### src/rtl/wdt_pkg.sv
package wdt_pkg;
   typedef enum logic {
      PH_COUNT = 1'b0,
      PH_GRACE = 1'b1
   } wdt_phase_e;

   // log2 of the interval length chosen by select value sel
   function automatic int unsigned interval_log2(int unsigned base, int unsigned step,
                                                 int unsigned sel);
      return base + step * sel;
   endfunction
endpackage

### src/rtl/wdt_lock_reg.sv
module wdt_lock_reg (
   input  logic clk,
   input  logic rst_n,
   input  logic wr,
   input  logic wdata,
   input  logic unlock,
   output logic en_q
);
   always_ff @(posedge clk or negedge rst_n) begin
      if (!rst_n)
         en_q <= 1'b0;
      else if (wr && unlock)
         en_q <= wdata;
   end
endmodule

### src/rtl/wdt_interval.sv
module wdt_interval
   import wdt_pkg::*;
#(
   parameter int unsigned BASE_LOG2 = 17,
   parameter int unsigned STEP_LOG2 = 3,
   parameter int unsigned SEL_W     = 2
) (
   input  logic             clk,
   input  logic             rst_n,
   input  logic             run,
   input  logic             restart,
   input  logic [SEL_W-1:0] tsel,
   output logic             expire
);
   localparam int unsigned NSEL    = 1 << SEL_W;
   localparam int unsigned MAX_LOG = BASE_LOG2 + STEP_LOG2 * (NSEL - 1);
   localparam int unsigned CW      = MAX_LOG;

   generate
      if (BASE_LOG2 < 1) begin : g_bad_base
         $error("wdt_interval: BASE_LOG2 must be at least 1");
      end
      if (MAX_LOG > 62) begin : g_bad_max
         $error("wdt_interval: longest interval exceeds 2^62");
      end
   endgenerate

   logic [CW-1:0]    cnt_q;
   logic [SEL_W-1:0] sel_q;
   logic [NSEL-1:0]  at_term;

   generate
      for (genvar i = 0; i < NSEL; i++) begin : g_term
         localparam int unsigned LG = interval_log2(BASE_LOG2, STEP_LOG2, i);
         localparam logic [CW-1:0] TERM = {CW{1'b1}} >> (CW - LG);
         assign at_term[i] = (cnt_q == TERM);
      end
   endgenerate

   assign expire = run && !restart && at_term[sel_q];

   always_ff @(posedge clk or negedge rst_n) begin
      if (!rst_n) begin
         cnt_q <= '0;
         sel_q <= '0;
      end else if (restart) begin
         cnt_q <= '0;
         sel_q <= tsel;
      end else if (run) begin
         cnt_q <= expire ? '0 : cnt_q + 1'b1;
      end
   end
endmodule

### src/rtl/wdt_grace.sv
module wdt_grace #(
   parameter int unsigned GRACE_CLKS = 512
) (
   input  logic clk,
   input  logic rst_n,
   input  logic run,
   input  logic restart,
   output logic fire
);
   localparam int unsigned GW = (GRACE_CLKS > 1) ? $clog2(GRACE_CLKS) : 1;
   localparam logic [GW-1:0] LAST = GW'(GRACE_CLKS - 1);

   generate
      if (GRACE_CLKS < 2) begin : g_bad_grace
         $error("wdt_grace: GRACE_CLKS must be at least 2");
      end
   endgenerate

   logic [GW-1:0] g_q;

   assign fire = run && !restart && (g_q == LAST);

   always_ff @(posedge clk or negedge rst_n) begin
      if (!rst_n)
         g_q <= '0;
      else if (restart)
         g_q <= '0;
      else if (run)
         g_q <= fire ? '0 : g_q + 1'b1;
   end
endmodule

### src/rtl/wdt_windowed.sv
module wdt_windowed
   import wdt_pkg::*;
#(
   parameter int unsigned BASE_LOG2  = 17,
   parameter int unsigned STEP_LOG2  = 3,
   parameter int unsigned SEL_W      = 2,
   parameter int unsigned GRACE_CLKS = 512
) (
   input  logic             clk,
   input  logic             rst_n,
   input  logic             en_wr,
   input  logic             en_wdata,
   input  logic             en_unlock,
   input  logic             restart,
   input  logic [SEL_W-1:0] tsel,
   input  logic             irq_en,
   input  logic             clr_warn,
   input  logic             clr_rstflag,
   output logic             irq,
   output logic             warn_flag,
   output logic             wdrst_flag,
   output logic             wd_rst
);
   generate
      if (SEL_W < 1) begin : g_bad_sel
         $error("wdt_windowed: SEL_W must be at least 1");
      end
   endgenerate

   logic       en_q;
   wdt_phase_e phase_q;
   logic       run_cnt, run_gr, expire, fire;

   wdt_lock_reg u_lock (
      .clk    (clk),
      .rst_n  (rst_n),
      .wr     (en_wr),
      .wdata  (en_wdata),
      .unlock (en_unlock),
      .en_q   (en_q)
   );

   assign run_cnt = en_q && (phase_q == PH_COUNT);
   assign run_gr  = en_q && (phase_q == PH_GRACE);

   wdt_interval #(
      .BASE_LOG2 (BASE_LOG2),
      .STEP_LOG2 (STEP_LOG2),
      .SEL_W     (SEL_W)
   ) u_interval (
      .clk     (clk),
      .rst_n   (rst_n),
      .run     (run_cnt),
      .restart (restart),
      .tsel    (tsel),
      .expire  (expire)
   );

   wdt_grace #(
      .GRACE_CLKS (GRACE_CLKS)
   ) u_grace (
      .clk     (clk),
      .rst_n   (rst_n),
      .run     (run_gr),
      .restart (restart),
      .fire    (fire)
   );

   always_ff @(posedge clk or negedge rst_n) begin
      if (!rst_n)
         phase_q <= PH_COUNT;
      else if (restart)
         phase_q <= PH_COUNT;
      else if (expire)
         phase_q <= PH_GRACE;
      else if (fire)
         phase_q <= PH_COUNT;
   end

   always_ff @(posedge clk or negedge rst_n) begin
      if (!rst_n) begin
         warn_flag  <= 1'b0;
         wdrst_flag <= 1'b0;
         wd_rst     <= 1'b0;
      end else begin
         if (expire)
            warn_flag <= 1'b1;
         else if (restart || clr_warn)
            warn_flag <= 1'b0;
         if (fire)
            wdrst_flag <= 1'b1;
         else if (clr_rstflag)
            wdrst_flag <= 1'b0;
         wd_rst <= fire;
      end
   end

   assign irq = warn_flag && irq_en;
endmodule

### config.mk
export PLATFORM = sky130hd
export DESIGN_NAME = wdt_windowed
export DESIGN_NICKNAME = d
export VERILOG_FILES = /design/src/rtl/wdt_pkg.sv /design/src/rtl/wdt_lock_reg.sv /design/src/rtl/wdt_interval.sv /design/src/rtl/wdt_grace.sv /design/src/rtl/wdt_windowed.sv
export SDC_FILE = /design/constraint.sdc
export NUM_CORES = 1
export LEC_CHECK = 0
export BUFFER_PORTS_ARGS = -buffer_cell sky130_fd_sc_hd__buf_2
export CAP_MARGIN = 20
export CORE_ASPECT_RATIO = 0.6
export CORE_MARGIN = 2
export CORE_UTILIZATION = 54
export CTS_CLUSTER_SIZE = 24
export DETAILED_ROUTE_END_ITERATION = 8
export PLACE_DENSITY = 0.72
export SLEW_MARGIN = 20
export SYNTH_ARGS = -nofsm -noshare
export SYNTH_HDL_FRONTEND = slang
export SYNTH_SLANG_ARGS = --single-unit
### constraint.sdc
create_clock -name clk -period 2.3 [get_ports clk]
set_input_delay 0 -clock clk [delete_from_list [all_inputs] [get_ports clk]]
set_output_delay 0 -clock clk [all_outputs]
set_load 0.005 [all_outputs]
==> results.toml <==
[setup_path]
crit_top_cell = "and3_1"
crit_chain = "ha_2 > and3_1 > and3_1 > and3_1 > ha_2 > nand4bb_4 > buf_4 > a21oi_1 > o21ai_0 > o21ai_0"
critPathLaunchType = "register"
end_kind = "register"
cp_slowest_cell = "dfrtp_1"
r2r_start = "u_grace.g_q[0]"
critPathRequiredTime_ps = 2520
slowest_delay_ps = 410
r2r_cells = 10
crit_end = "u_grace.g_q[5]"
cp_max_fo = 5
rr_endpoint = "u_grace.g_q[5]"
r2r_slack_ps = 80
worstPathArrival_ps = 2440
startpoint = "u_grace.g_q[0]"
worstSetupPathType = "register to register"

[synthesis]
yosysTopAreaCell = "dfrtp_1"
synth-edff-count = 0
syn_area_mm2 = 0.002343
async_flop_share_pct = 100.0
syn_area_per_cell_um2 = 9.847
synth_cells = 238
synthTopCellsByCount = "42 x dfrtp_1, 23 x o21ai_0, 19 x a211oi_1"
ys_ff_latch = 42
synth_top_area_share_pct = 44.85
netlist_top_cells_area = "dfrtp_1 45%, a211oi_1 6.1%, o21ai_0 4.9%"
seq_area_frac_synth_pct = 44.85
syn-num-nets = 252
ys_types = 48
synth_warnings = 0
synth.most_common_cell = "dfrtp_1"
ys.flop_type = "dfrtp_1"

[sta]
skew_ps = 4.312
drv_slew = 0
setup_ws_ps = 81.36
period_needed_ps = 2219
tightest_slew_ps = 909.9
setup_viol = 0
max_freq_mhz = 450.7
hold_viol = 0
slew_headroom_pct = 39.34
finalCritPeriodShare_pct = 96.46

[global_route]
grt_max_degree = 43
antenna_found_initial = 0
grt_use_total_pct = 24.52
grt_first_pass_wirelength_um = 8949
grt_pass1_vias = 1815
grt_overflow = 0

[detailed_routing]
drc = 0
routed_wl_um = 5448
final_antenna_net_count = 0
via_count = 2047
vias_per_cell = 6.166
dr.pass1.iters = 5
drt_iter0_drc = 161
wire_per_inst_um = 16.41

[power_and_ir_drop]
leakage_nw = 1.121
power_frac_comb_pct = 7.2
pwr-share-seq_pct = 56.3
power.switching_mw = 0.3305
vdd_drop_max_mv = 0.3805
clkPwrFrac_pct = 36.5
sw_frac_of_total_pct = 24.27
internal_power_mw = 1.031
power_density_mw_per_mm2 = 501.2

[floorplanning]
pin_count = 15
die-area_mm2 = 0.004900
rows = 18
die_w_um = 89.05
die_y_um = 55.03
core_mm2 = 0.004144
initial_utilization_pct = 56.55

[layout]
antenna_cells = 0
layout.nets = 285
syn2layout_area_growth_pct = 15.91
fin_util_pct = 65.55
drive_gt1_share_pct = 19.85
final_cells = 332
fillers = 362

[clocking]
root_buffer = "clkbuf_8"
cts_tree = "done"
postCtsSetupBuffers = 0
clock_latency_ps = 300
h-tree-depth = 2
clkSinkCount = 42
path_clk_slew_ps = 80
clockBufferDepth = 2
cts_buffers = 5

[placement]
place_inst = 318
io_buffers = 14
post-dp-hpwl_um = 3726
dp_slack_ps = 46.69
place_congestion = 0.8271

[status]
outcome = "finished, final reports clean"

[worst_hold_path]
hold_class = "input port to register"

[flow_run]
cap_violations = 0
## layout make-up
| type | count | area (um^2) | area share, % |
|---|---|---|---|
| inverter | 7 | 26.28 | 0.9673 |
| timing repair buffer | 37 | 257.7 | 9.489 |
| clock buffer | 7 | 86.33 | 3.178 |
| tap | 60 | 75.07 | 2.764 |
| sequential | 42 | 1051 | 38.69 |
| multi-input combinational | 178 | 1215 | 44.73 |
| clock inverter | 1 | 5.005 | 0.1842 |
## power groups by stage
stage          sequential (mW)  combinational [mW]  clock (mW)
4_1_cts                  0.765              0.0977       0.512
3_5_place_dp             0.780              0.0893           0
3_3_place_gp             0.779              0.0878           0
5_1_grt                  0.770               0.112       0.536
6_report                 0.767              0.0974       0.497
2_1_floorplan            0.775              0.0527           0
## critical path, delay by kind of cell, from the launching register on
family | cells | cell delay (ps)
compound gates | 3 | 290
fa+ha+maj | 2 | 400
buf+inv | 1 | 170
flops | 1 | 410
simple gates | 4 | 860
## metal layers
metal  GRT usage, %  wire (um)  part of all wire [%]  vias up
met1          38.23       2797                    51      958
li1               -          -                     -     1002
met2          33.83       2279                    42       82
met3          5.341        331                   6.1        5
met5              0          0                     0        -
met4          6.716         40                  0.73        0
## stage by stage
stage	setup TNS [ps]	total power [mW]	area, um^2	hold slack, ps
finish	0	1.361	2716	28.17
detailed placement	0	0.8693	2539	196.9
CTS	0	1.375	2690	26.07
global placement	0	0.8668	2539	197.8
global route	-36.02	1.417	2716	42.47
floorplan	0	0.8277	2344	-295.6
## registers in the layout, summed over array words and instances, names as in the netlist
register and cells:
u_interval.cnt_q 26, u_grace.g_q 9, u_interval.sel_q 2, phase_q 1
u_lock.en_q 1, warn_flag 1, wd_rst 1, wdrst_flag 1
## cell families after synthesis
kind of cell | share of synthesized area [%]
and+or+nand+nor | 24.19
AOI/OAI and AO/OA | 21.62
DFF | 44.85
buffers and inverters | 4.431
xor gates and xnor gates | 1.869
muxes | 1.441
adders and majority gates | 1.602
## repair_timing
item | 4_1_cts | 5_1_grt
setup endpoints to repair | 0 | 5
endpoints found under the hold margin | 47 | 0
hold buffers | 6 | 0
resized for setup | 0 | 5
## layout by cell type (no fill, tap or decap), drive strengths merged, types with 4 or more instances in the layout
cell type,synthesis,routed
dlygate4sd3,0,6
nor3,6,6
a211oi,20,20
o31ai,8,8
dfrtp,42,42
and3,8,8
or4,12,12
a21oi,5,5
clkbuf,5,7
nand2,17,17
nand4,10,10
nand3,11,11
inv,7,7
o21ai,23,23
nor2,4,4
or3,12,12
buf,5,31
## worst min-delay path by stage
stage	from	to	slack (ps)	depth (start not counted)
2_1_floorplan	rst_n	phase_q	-300	0
3_3_place_gp	rst_n	u_interval.cnt_q[10]	200	1
3_5_place_dp	rst_n	u_interval.cnt_q[10]	200	1
4_1_cts	en_unlock	u_lock.en_q	30	3
5_1_grt	en_unlock	u_lock.en_q	40	3
6_report	en_unlock	u_lock.en_q	30	3
No activity file was read; power rests on OpenSTA's default activity.
